[src/rtl/sinc3_pkg.sv]
package sinc3_pkg;
  localparam int unsigned CIC_ORDER = 3;
  localparam int unsigned WARMUP    = 3;

  typedef enum logic [1:0] {
    RATE_R32  = 2'd0,
    RATE_R64  = 2'd1,
    RATE_R128 = 2'd2,
    RATE_R256 = 2'd3
  } rate_e;

  // right shift that maps N^3 full scale onto the output sign boundary
  function automatic int scale_shift(input int lg, input int out_w);
    return int'(CIC_ORDER) * lg - (out_w - 1);
  endfunction
endpackage

[src/rtl/sinc3_integ.sv]
module sinc3_integ #(
  parameter int unsigned W = 26
) (
  input  logic         clk_i,
  input  logic         rst_ni,
  input  logic         clr_i,
  input  logic         en_i,
  input  logic [W-1:0] d_i,
  output logic [W-1:0] q_o
);
  logic [W-1:0] acc_q;

  always_ff @(posedge clk_i or negedge rst_ni) begin
    if (!rst_ni)     acc_q <= '0;
    else if (clr_i)  acc_q <= '0;
    else if (en_i)   acc_q <= acc_q + d_i;  // modular wrap intended
  end

  assign q_o = acc_q;
endmodule

[src/rtl/sinc3_comb.sv]
module sinc3_comb #(
  parameter int unsigned W = 26
) (
  input  logic         clk_i,
  input  logic         rst_ni,
  input  logic         clr_i,
  input  logic         en_i,
  input  logic [W-1:0] d_i,
  output logic [W-1:0] q_o
);
  logic [W-1:0] dly_q;

  always_ff @(posedge clk_i or negedge rst_ni) begin
    if (!rst_ni)     dly_q <= '0;
    else if (clr_i)  dly_q <= '0;
    else if (en_i)   dly_q <= d_i;
  end

  assign q_o = d_i - dly_q;
endmodule

[src/rtl/sinc3_ratio_ctr.sv]
module sinc3_ratio_ctr #(
  parameter int unsigned CNT_W  = 8,
  parameter int unsigned LOG_W  = 4,
  parameter int unsigned WARM_N = 3
) (
  input  logic             clk_i,
  input  logic             rst_ni,
  input  logic             clr_i,
  input  logic             stb_i,
  input  logic [LOG_W-1:0] lg_i,
  output logic             tick_o,
  output logic             ready_o
);
  localparam int unsigned WARM_W = $clog2(WARM_N + 1);

  logic [CNT_W-1:0]  cnt_q;
  logic [CNT_W:0]    lim;
  logic [WARM_W-1:0] warm_q;

  assign lim     = ((CNT_W+1)'(1) << lg_i) - (CNT_W+1)'(1);
  assign tick_o  = stb_i && !clr_i && ({1'b0, cnt_q} == lim);
  assign ready_o = (warm_q == WARM_W'(WARM_N));

  always_ff @(posedge clk_i or negedge rst_ni) begin
    if (!rst_ni) begin
      cnt_q  <= '0;
      warm_q <= '0;
    end else if (clr_i) begin
      cnt_q  <= '0;
      warm_q <= '0;
    end else if (stb_i) begin
      cnt_q <= tick_o ? '0 : cnt_q + CNT_W'(1);
      if (tick_o && !ready_o) warm_q <= warm_q + WARM_W'(1);
    end
  end
endmodule

[src/rtl/sinc3_decim.sv]
module sinc3_decim
  import sinc3_pkg::*;
#(
  parameter int unsigned OUT_W   = 15,
  parameter int unsigned MIN_LOG = 5,
  parameter int unsigned MAX_LOG = 8
) (
  input  logic             clk_i,
  input  logic             rst_ni,
  input  logic             mod_stb_i,
  input  logic             mod_bit_i,
  input  logic [1:0]       rate_sel_i,
  output logic [OUT_W-1:0] sample_o,
  output logic             valid_o,
  output logic [OUT_W:0]   word_o
);
  localparam int unsigned ACC_W = CIC_ORDER * MAX_LOG + 2;
  localparam int unsigned LOG_W = $clog2(MAX_LOG + 1);
  localparam logic signed [ACC_W-1:0] POS_LIM = ACC_W'((1 << (OUT_W - 1)) - 1);
  localparam logic signed [ACC_W-1:0] NEG_LIM = -POS_LIM - ACC_W'(1);

  rate_e            rate_q;
  logic             chg;
  logic [LOG_W-1:0] lg;
  logic [ACC_W-1:0] x;
  logic             tick, ready;

  logic [CIC_ORDER:0][ACC_W-1:0] int_d;
  logic [CIC_ORDER:0][ACC_W-1:0] cmb_d;

  logic signed [ACC_W-1:0] diff, scaled;
  logic [OUT_W-1:0]        sat;
  logic [OUT_W-1:0]        sample_q;
  logic                    valid_q;

  assign chg = (rate_sel_i != rate_q);
  assign lg  = LOG_W'(MIN_LOG) + LOG_W'(rate_q);
  assign x   = mod_bit_i ? ACC_W'(1) : '1;

  always_ff @(posedge clk_i or negedge rst_ni) begin
    if (!rst_ni) rate_q <= RATE_R32;
    else         rate_q <= rate_e'(rate_sel_i);
  end

  assign int_d[0] = x;
  for (genvar g = 0; g < CIC_ORDER; g++) begin : g_int
    sinc3_integ #(.W(ACC_W)) u_integ (
      .clk_i (clk_i),
      .rst_ni(rst_ni),
      .clr_i (chg),
      .en_i  (mod_stb_i),
      .d_i   (int_d[g]),
      .q_o   (int_d[g+1])
    );
  end

  sinc3_ratio_ctr #(
    .CNT_W (MAX_LOG),
    .LOG_W (LOG_W),
    .WARM_N(WARMUP)
  ) u_ctr (
    .clk_i  (clk_i),
    .rst_ni (rst_ni),
    .clr_i  (chg),
    .stb_i  (mod_stb_i),
    .lg_i   (lg),
    .tick_o (tick),
    .ready_o(ready)
  );

  assign cmb_d[0] = int_d[CIC_ORDER];
  for (genvar g = 0; g < CIC_ORDER; g++) begin : g_comb
    sinc3_comb #(.W(ACC_W)) u_comb (
      .clk_i (clk_i),
      .rst_ni(rst_ni),
      .clr_i (chg),
      .en_i  (tick),
      .d_i   (cmb_d[g]),
      .q_o   (cmb_d[g+1])
    );
  end

  always_comb begin
    diff   = cmb_d[CIC_ORDER];
    scaled = diff >>> scale_shift(int'(lg), OUT_W);
    if (scaled > POS_LIM)      sat = POS_LIM[OUT_W-1:0];
    else if (scaled < NEG_LIM) sat = NEG_LIM[OUT_W-1:0];
    else                       sat = scaled[OUT_W-1:0];
  end

  always_ff @(posedge clk_i or negedge rst_ni) begin
    if (!rst_ni) begin
      sample_q <= '0;
      valid_q  <= 1'b0;
    end else begin
      valid_q <= tick && ready;
      if (tick && ready) sample_q <= sat;
    end
  end

  assign sample_o = sample_q;
  assign valid_o  = valid_q;
  assign word_o   = {1'b0, sample_q};  // flag 0 marks a data word
endmodule

[config.mk]
export PLATFORM = sky130hd
export DESIGN_NAME = sinc3_decim
export DESIGN_NICKNAME = d
export VERILOG_FILES = /design/src/rtl/sinc3_pkg.sv /design/src/rtl/sinc3_integ.sv /design/src/rtl/sinc3_comb.sv /design/src/rtl/sinc3_ratio_ctr.sv /design/src/rtl/sinc3_decim.sv
export SDC_FILE = /design/constraint.sdc
export NUM_CORES = 1
export LEC_CHECK = 0
export ABC_CLOCK_PERIOD_IN_PS = 9800
export BUFFER_PORTS_ARGS = -buffer_cell sky130_fd_sc_hd__buf_2
export CAP_MARGIN = 20
export CORE_MARGIN = 10
export CORE_UTILIZATION = 46
export CTS_CLUSTER_SIZE = 14
export DETAILED_ROUTE_END_ITERATION = 10
export GPL_TIMING_DRIVEN = 0
export SYNTH_ARGS = -nofsm -noshare
export SYNTH_HDL_FRONTEND = slang
export SYNTH_HIERARCHICAL = 1
export SYNTH_SLANG_ARGS = --single-unit
[constraint.sdc]
create_clock -name clk_i -period 9.8 [get_ports clk_i]
set_clock_uncertainty 0.1 [all_clocks]
set_input_delay 0.98 -clock clk_i [delete_from_list [all_inputs] [get_ports clk_i]]
set_output_delay 0.98 -clock clk_i [all_outputs]
set_load 0.005 [all_outputs]
==> impl_results.md, run 1 <==
- Ant. Diodes: 0
- CTS max path bufs: 2
- Num Clock Sinks: 184
- Final ANT Viol Nets: 0
- Fin crit share: 0.834
- Logic pwr share: 0.569
- Area growth, synth to finish: 8.35%
- Crit path DAT: 8370 ps
- Post-Syn Area: 17600 um^2
- Core area: 37700 um^2
- Root Buffer: clkbuf_16
- Routed vias/inst: 5.81
- Total negative setup slack: 0 ps
- Final setup viols: 0
- RSZ-0062 raised after global routing: false
- CP max stage delay: 600 ps
- LEAKAGE: 8.43 nW
- Via Count: 15.1k
- Slowest cell on the critical path: o21ai_0
- Syn_nets: 2190
- GRT Overall Usage: 0.196
- Initial DRC Count: 1049
- Status: finished clean
- Peak VDD IR: 0.132 mV
- DP Cell Count: 2571
- Placed inst area: 18400 um^2
- Final nets: 2247
- Net Sw Frac: 0.430
- Max Slew Vio Count: 0
- Routability cong.: 0.928
- Crit path max fanout: 10
- Fraction of layout cells with a size suffix above 1: 0.114
- First-pass GRT wire length: 76100 um
- Post-Layout Cell Count: 2604
- Power Dens Cells: 180 nW/um^2
- Clock power frac: 0.203
- H-tree level count: 4
- Hold Violations, Final: 0
- Largest net degree at the start of global routing: 114
- Hold buffers post-CTS: 0
- Int Pwr: 1.96 mW
- Post-CTS sizing: 0
- CTS tree: built
- Min Hold Slack: 400 ps
- Pin slew with the least headroom to its limit: 1050 ps
- Relative slew slack: 0.300
- Design area: 19000 um^2
- Req. time, crit path: 10000 ps
- Commonest non-fill, non-tap cell in the layout: nor2_1
- Sequential power share: 0.228
- Min cycle time layout: 8170 ps
- Die area: 46400 um^2
- Detailed-route wire length per cell: 17.7 um
- Pre-Repair DR Iteration Count: 5
- Hold WC Path Type: input port to asynchronous set/reset pin
- Switching power: 1.48 mW
- I/O pin count: 38
- Skew-Pair Late Insertion Delay: 450 ps
- Ys Warns: 6
- Post-DP HPWL: 36100 um
- Vias in the first global route: 14.6k
- Grt total ovfl: 0
- MaxCap Viol Count: 0
- DR DRC count: 0
- Initial antenna violation count: 0
- Commonest non-fill, non-tap cells in the layout: nor2_1 (227), dfrtp_1 (184), ha_1 (155)
- Endpoint class of the critical path: flip-flop
- Cell mode on critical path: ha_1
- Num CTS Buffers: 17
- Mapped Cells: 2023
- Initial Util: 0.467
- Critical path class: flip-flop to flip-flop
- Drt total wl: 46000 um
- Die W: 216 um
- Mapped Avg Cell Area: 8.69 um^2
- Setup Buffers After CTS: 0
- Port Buffer Count: 36
- CP startpoint kind: flip-flop
- F_max: 0.122 GHz
- Die height: 216 um
- # rows: 71
- Clock transition at path regs: 70 ps
-- state kept, by name, summed over array words and instances, names as in the netlist --
register	cells
g_int.u_integ/q_o	78
valid_o	1
rate_q	2
u_ctr/warm_q	2
g_comb.u_comb/dly_q	78
u_ctr/cnt_q	8
sample_o	15
-- worst max-delay path, delay by kind of cell (launching register included) --
| kind | cells | cell delay, ps |
|---|---|---|
| XOR/XNOR | 3 | 680 |
| flip-flops | 1 | 410 |
| adder cells (fa/ha/maj) | 4 | 1320 |
| AO/OA/AOI/OAI | 9 | 2420 |
| multiplexers | 1 | 580 |
| AND/OR/NAND/NOR | 7 | 1890 |
| buffers and inverters | 5 | 640 |
-- worst paths after layout --
kind	startpoint	end	slack (ps)	depth (start not counted)
min in group clk_i	g_comb[1].u_comb/dly_q[18]	g_comb[1].u_comb/dly_q[18]	420	2
min	rst_ni	u_ctr/cnt_q[2]	400	1
max	g_int[2].u_integ/q_o[0]	sample_o[1]	1630	29
max reg2reg	g_int[2].u_integ/q_o[0]	sample_o[1]	1630	29
min reg2reg	g_comb[1].u_comb/dly_q[18]	g_comb[1].u_comb/dly_q[18]	420	2
max in group asynchronous	rst_ni	g_comb[0].u_comb/dly_q[13]	8220	2
-- power groups by stage --
stage	sequential, mW	clock [mW]	combinational, mW
floorplan	0.794	0	1.46
global placement	0.799	0	1.91
detailed placement	0.799	0	1.93
CTS	0.784	0.719	1.94
global route	0.786	0.750	2.13
finish	0.784	0.697	1.96
-- area by class of cell --
type                    count  area, um^2
plain buffers             117         756
inverters                 115         432
fillers                  3703       18600
clock inverters            15         158
multi-input cells        1607       11800
flip-flops and latches    184        4600
clock buffers              17         425
well taps                 511         639
repair buffers             38         245
-- per-stage QoR --
step / total power, mW / util / worst slack [ps]
2_1_floorplan: 2.26 / - / 2690
3_5_place_dp: 2.73 / 0.490 / 1650
5_1_grt: 3.66 / 0.506 / 1170
4_1_cts: 3.44 / 0.505 / 1590
6_report: 3.44 / 0.506 / 1630
3_3_place_gp: 2.71 / 0.489 / 1660
-- metal layers --
metal  GRT usage  share of wire  up-vias
li1            -              -     7467
met1       0.271           0.48     7284
met2       0.313           0.46      320
met3      0.0305          0.043       57
met4      0.0512          0.019        0
met5           0              0        -
No activity file was read; power rests on OpenSTA's default activity.
==> run 2, diff against run 1 <==
--- a/config.mk
+++ b/config.mk
@@ -5,7 +5,7 @@
 export SDC_FILE = /design/constraint.sdc
 export NUM_CORES = 1
 export LEC_CHECK = 0
-export ABC_CLOCK_PERIOD_IN_PS = 9800
+export ABC_CLOCK_PERIOD_IN_PS = 8000
 export BUFFER_PORTS_ARGS = -buffer_cell sky130_fd_sc_hd__buf_2
 export CAP_MARGIN = 20
 export CORE_MARGIN = 10
==> constraint.sdc (replaced) <==
create_clock -name clk_i -period 8 [get_ports clk_i]
set_clock_uncertainty 0.1 [all_clocks]
set_input_delay 0.8 -clock clk_i [delete_from_list [all_inputs] [get_ports clk_i]]
set_output_delay 0.8 -clock clk_i [all_outputs]
set_load 0.005 [all_outputs]
==> run 2 against run 1 <==
Compared with the run above:
- fmax grew 6.5%
- worst hold slack lost 180 ps
- sequential share of layout area shrank 0.25 points
- critical path type unchanged
==> impl_results.md, run 2 (synthesis gave the netlist of run 1 again) <==
- Port Buffer Count: 36 (unchanged)
- Total negative setup slack: 0 ps (unchanged)
- F_max: 0.130 GHz (+6.5%)
- Die area: 46400 um^2 (unchanged)
- Vias in the first global route: 14.6k (+0.14%)
- CP startpoint kind: flip-flop
- Fill cells: 3670 (-0.89%)
- Grt peak-use layer: met2
- Peak VDD IR: 0.161 mV (+22%)
- DR DRC count: 0 (unchanged)
- M3 GR Usage: 0.0308 (+0.000280)
- GR Layer Usage met1: 0.271 (about the same)
- Core area: 37700 um^2 (unchanged)
- Ant. Diodes: 0 (unchanged)
- Clock transition at path regs: 70 ps (about the same)
- Status: finished clean
- Routability cong.: 0.928 (unchanged)
- Commonest non-fill, non-tap cell in the layout: nor2_1
- # rows: 71 (unchanged)
- Power Dens Cells: 227 nW/um^2 (+26%)
- Area growth, synth to finish: 9.49%
- Die W: 216 um (unchanged)
- Routing usage on met2: 0.313 (+0.000524)
- DP Cell Count: 2571 (unchanged)
- Final ANT Viol Nets: 0 (unchanged)
- MaxCap Viol Count: 0 (unchanged)
- I/O pin count: 38 (unchanged)
- Skew-Pair Late Insertion Delay: 450 ps (about the same)
- Initial Util: 0.467 (unchanged)
- Crit path DAT: 7880 ps (-490 ps)
- Post-Layout Cell Count: 2608 (+0.15%)
- Design area: 19300 um^2 (+1.1%)
- Final nets: 2251 (+0.18%)
- Drt total wl: 46200 um (+0.55%)
- Initial antenna violation count: 0 (unchanged)
- Fin crit share: 0.959 (+0.125)
- Hold Violations, Final: 0 (unchanged)
- Root Buffer: clkbuf_16
- Die height: 216 um (unchanged)
- Setup ws final: 325 ps (-1300 ps)
- Num Clock Sinks: 184 (unchanged)
- CTS tree: built
- GRT Overall Usage: 0.196 (+0.000220)
- Post-DP HPWL: 36100 um (unchanged)
- Crit path max fanout: 10 (unchanged)
- Req. time, crit path: 8200 ps (-1800 ps)
- Pre-Repair DR Iteration Count: 5 (unchanged)
- Commonest non-fill, non-tap cells in the layout: nor2_1 (227), dfrtp_1 (184), ha_1 (151)
- Util after Layout: 0.511 (+0.00535)
- Detailed-route wire length per cell: 17.7 um (+0.40%)
- Via Count: 15.1k (-0.50%)
- Num CTS Buffers: 17 (unchanged)
- Power Total: 4.36 mW (+27%)
- CTS max path bufs: 2 (unchanged)
- Relative slew slack: 0.294 (-0.00600)
- Fraction of layout cells with a size suffix above 1: 0.127 (+0.0131)
- Slowest cell on the critical path: mux4_2
- Max Slew Vio Count: 0 (unchanged)
- Placed inst area: 18400 um^2 (unchanged)
- Min cycle time layout: 7680 ps (-498 ps)
- CP max stage delay: 550 ps (-50 ps)
- Critical path class: flip-flop to flip-flop
- H-tree level count: 4 (unchanged)
- Largest net degree at the start of global routing: 114 (unchanged)
- Pin slew with the least headroom to its limit: 1060 ps (+8.98 ps)
- LEAKAGE: 8.49 nW (+0.75%)
- Initial DRC Count: 985 (-6.1%)
- Grt total ovfl: 0 (unchanged)
- Routed vias/inst: 5.77 (-0.65%)
- Hold WC Path Type: input port to asynchronous set/reset pin
- Final setup viols: 0 (unchanged)
- Min Hold Slack: 219 ps (-181 ps)
- Place WS: -155 ps (-1800 ps)
- First-pass GRT wire length: 76100 um (about the same)
- Endpoint class of the critical path: flip-flop
[run 2: changes by cell type in the layout (fill, tap and decap cells not counted), moves of 3 or more]
cell | before | now
xnor2_1 | 67 | 64
a21oi_2 | 2 | 5
xor2_1 | 61 | 56
a21oi_1 | 136 | 133
xnor2_2 | 1 | 4
ha_1 | 155 | 151
xor2_2 | 0 | 5
buf_4 | 25 | 31
[run 2: layout make-up]
class | instances | area [um^2] | area share
plain buffers | 115 | 748 | 0.0389
inverters | 115 | 432 | 0.0224
clock inverters | 15 | 158 | 0.00819
clock buffers | 17 | 425 | 0.0221
well taps | 511 | 639 | 0.0332
flip-flops and latches | 184 | 4600 | 0.239
repair buffers | 44 | 290 | 0.0151
multi-input cells | 1607 | 12000 | 0.621
[run 2: worst max-delay path, delay by kind of cell, from the launching register on]
kind,cells,cell delay (ps)
buf+inv,5,590
mux,1,550
simple gates,6,1480
fa+ha+maj,4,1150
xor+xnor,3,640
flops,1,390
compound gates,11,2630
[run 2: worst paths after layout]
| kind | from | cells after the start | slack (ps) | endpoint |
|---|---|---|---|---|
| max | g_int[2].u_integ/q_o[0] | 30 | 320 | sample_o[12] |
| min | rst_ni | 1 | 220 | u_ctr/cnt_q[2] |
| max reg2reg | g_int[2].u_integ/q_o[0] | 30 | 320 | sample_o[12] |
| min reg2reg | g_comb[1].u_comb/dly_q[18] | 2 | 420 | g_comb[1].u_comb/dly_q[18] |
| max in group asynchronous | rst_ni | 2 | 6600 | g_comb[0].u_comb/dly_q[13] |
| min in group clk_i | rate_sel_i[1] | 1 | 410 | rate_q[1] |
[run 2: power breakdown]
part	internal (mW)	switching, mW	total, mW	leakage [nW]
logic	1.10	1.44	2.55	5.66
clock network	0.442	0.412	0.854	0.281
registers	0.943	0.0170	0.960	2.56
[run 2: metal layers]
metal | part of all wire | vias to the layer above
met4 | 0.018 | 0
met2 | 0.46 | 297
met3 | 0.043 | 53
met5 | 0 | -
li1 | - | 7466
met1 | 0.48 | 7236
[run 2: what timing repair did]
action,in CTS,in global routing
setup buffers,0,6
gates resized for setup,5,26
endpoints found under the setup margin,14,14
hold buffers,0,0
pin swaps,0,8
==> run 3, diff against run 2 <==
--- a/config.mk
+++ b/config.mk
@@ -15,5 +15,4 @@
 export GPL_TIMING_DRIVEN = 0
 export SYNTH_ARGS = -nofsm -noshare
 export SYNTH_HDL_FRONTEND = slang
-export SYNTH_HIERARCHICAL = 1
 export SYNTH_SLANG_ARGS = --single-unit
==> run 3 against run 2 <==
Compared with the run above:
- combinational power grew 11%
- wire length decreased by 17%
- non-clock buffer count decreased by 12
- sequential share of layout area increased by 2.3 points
- sequential power barely moved
- clock-buffer cell count is 5 higher
- fmax down 1.3%
- register-to-register slack worse by 98 ps
- global-route usage fell by 0.94 points
- final area is 8.8% lower
- cell count shrank 9.5%
==> impl_results.md, run 3 <==
- First-pass GRT wire length: 64700 um (-15%)
- Post-Syn Area: 15500 um^2 (-12%)
- Critical path class: flip-flop to flip-flop
- Post-DP HPWL: 29500 um (-18%)
- Cell taking the most area after synthesis: dfrtp_1
- Worst reg2reg startpoint: g_int[2].u_integ.q_o[7]
- Crit path DAT: 8050 ps (+170 ps)
- Ys Warns: 0 (-6)
- Commonest non-fill, non-tap cells in the layout: dfrtp_1 (183), nand2_1 (167), nor2_1 (162)
- Vias in the first global route: 13.1k (-11%)
- Worst Path Buf+Inv: 1 (-4)
- Drt total wl: 38500 um (-17%)
- CTS max path bufs: 2 (unchanged)
- Routed vias/inst: 5.55 (-3.8%)
- Design area: 17600 um^2 (-8.8%)
- Final ANT Viol Nets: 0 (unchanged)
- F_max: 0.129 GHz (-1.3%)
- I/O pin count: 38 (unchanged)
- Crit-path leading delay family: compound AO/OA/AOI/OAI gates
- Initial Util: 0.465 (-0.00177)
- Final setup viols: 0 (unchanged)
- CP startpoint kind: flip-flop
- DP Cell Count: 2303 (-10%)
- Initial antenna violation count: 0 (unchanged)
- Pre-Repair DR Iteration Count: 5 (unchanged)
- Util after Layout: 0.526 (+0.0151)
- Initial DRC Count: 740 (-25%)
- Share of the synthesized area in the top cell type: 0.297
- Largest net degree at the start of global routing: 122 (+7.0%)
- Endpoint class of the critical path: flip-flop
- Hold buffers post-CTS: 0 (unchanged)
- Synthesized flop and latch total: 184
- Fraction of layout cells with a size suffix above 1: 0.110 (-0.0165)
- Top cells by area, synth: dfrtp_1 (30%), ha_1 (13%), xnor2_1 (4.9%), mux2i_1 (4.9%), a21oi_1 (4.2%)
- Port Buffer Count: 35 (-2.8%)
- Fill cells: 3187 (-13%)
- GRT Overall Usage: 0.187 (-0.00936)
- Peak VDD IR: 0.206 mV (+28%)
- Post-synth top cells: dfrtp_1 (184), nand2_1 (167), nor2_1 (164)
- # rows: 67 (-5.6%)
- Syn_nets: 1989 (-9.2%)
- Crit path max fanout: 6 (-4)
- DR DRC count: 0 (unchanged)
- Placed inst area: 16300 um^2 (-12%)
- Slowest cell on the critical path: a2111o_1
- Min Hold Slack: 192 ps (-27.0 ps)
- Post-synth EDFFs: 0
- Num Clock Sinks: 184 (unchanged)
- R2R depth: 30 (unchanged)
- Synth Flop Type: dfrtp_1
- Die height: 204 um (-5.5%)
- Post-Layout Cell Count: 2361 (-9.5%)
- Synth cell types: 75
- Mapped Cells: 1819 (-10%)
- Via Count: 13.1k (-13%)
- Final nets: 2071 (-8.0%)
- Min cycle time layout: 7770 ps (+97.9 ps)
- Routability cong.: 0.894 (-3.7%)
- LEAKAGE: 8.31 nW (-2.2%)
- Detailed-route wire length per cell: 16.3 um (-8.0%)
- Max Slew Vio Count: 0 (unchanged)
- Die area: 41500 um^2 (-11%)
- RSZ-0062 raised after global routing: true
- Mapped Avg Cell Area: 8.53 um^2 (-1.9%)
- Num CTS Buffers: 17 (unchanged)
- Pin slew with the least headroom to its limit: 1020 ps (-41.2 ps)
- Die W: 204 um (-5.5%)
- Setup ws final: 227 ps (-97.9 ps)
- CTS tree: built
- MaxCap Viol Count: 0 (unchanged)
- R2r endpoint: sample_o[10]
- Post-synthesis sequential area ratio: 0.297
- Commonest non-fill, non-tap cell in the layout: dfrtp_1
- Core area: 33400 um^2 (-11%)
- H-tree level count: 4 (unchanged)
- Hold WC Path Type: input port to asynchronous set/reset pin
- Place WS: -1040 ps (-888 ps)
- Async set or reset register ratio after synthesis: 1.00
- Power Dens Cells: 268 nW/um^2 (+18%)
- Grt total ovfl: 0 (unchanged)
- Relative slew slack: 0.323 (+0.0292)
- CP max stage delay: 470 ps (-80 ps)
- Ant. Diodes: 0 (unchanged)
- Area growth, synth to finish: 13.2%
- Hold Violations, Final: 0 (unchanged)
- Clock transition at path regs: 80 ps (about the same)
- Fin crit share: 0.972 (+0.0122)
- Skew-Pair Late Insertion Delay: 440 ps (about the same)
- Root Buffer: clkbuf_16
- Req. time, crit path: 8280 ps (+80 ps)
- Reg-to-reg slack, setup: 230 ps (-100 ps)
- Status: finished clean
- Most frequent cell after synthesis: dfrtp_1
-- run 3: timing repair --
item                                    in CTS  in global routing
pin swaps                                   16                 50
endpoints found under the setup margin      15                 15
gates cloned                                 1                  0
buffers inserted                            16                 13
resized for setup                           26                 67
-- run 3: area by class of cell --
class | count | area, um^2 | share of cell area
Timing Repair Buffer | 66 | 442 | 0.0252
Inverter | 121 | 454 | 0.0259
Tap cell | 448 | 561 | 0.0319
Clock buffer | 22 | 494 | 0.0282
Clock inverter | 9 | 136 | 0.00777
Sequential cell | 184 | 4610 | 0.262
Buffer | 81 | 375 | 0.0214
Multi-Input combinational cell | 1430 | 10500 | 0.597
-- run 3: cell families after synthesis --
| logic type | count (synthesis) | share of synthesized area |
|---|---|---|
| DFF | 184 | 0.297 |
| xor gates and xnor gates | 149 | 0.0860 |
| adders and majority gates | 164 | 0.135 |
| other | 1 | 0.000242 |
| muxes | 83 | 0.0548 |
| and+or+nand+nor | 522 | 0.154 |
| AOI/OAI and AO/OA | 511 | 0.219 |
| buffers and inverters | 205 | 0.0540 |
-- run 3: metrics by stage --
stage	power [mW]	setup TNS [ps]
after floorplan	2.84	0
after global placement	3.33	-13520
after detailed placement	3.35	-14580
after CTS	4.42	0
after global routing	5.05	-1840
final	4.71	0
-- run 3: power breakdown --
group          total [mW]  internal [mW]  leakage, nW  switching (mW)
Sequential          0.962          0.944         2.55          0.0175
Clock               0.911          0.535        0.306           0.376
Combinational        2.83           1.20         5.45            1.63
Total                4.71           2.68         8.31            2.03
-- run 3: how the worst max path moves through the flow --
stage | startpoint | to | cells after the start
global placement | g_int[2].u_integ.q_o[0] | sample_o[3] | 41
floorplan | g_int[2].u_integ.q_o[0] | sample_o[10] | 41
global route | g_int[2].u_integ.q_o[0] | sample_o[4] | 38
detailed placement | g_int[2].u_integ.q_o[0] | sample_o[3] | 41
finish | g_int[2].u_integ.q_o[7] | sample_o[10] | 30
CTS | g_int[2].u_integ.q_o[2] | sample_o[9] | 38
-- run 3: metal layers --
layer / GRT usage / share of wire / vias to the layer above
li1: - / - / 6643
met1: 0.231 / 0.45 / 6276
met2: 0.335 / 0.51 / 151
met3: 0.0194 / 0.019 / 43
met4: 0.0584 / 0.021 / 0
met5: 0 / 0 / -
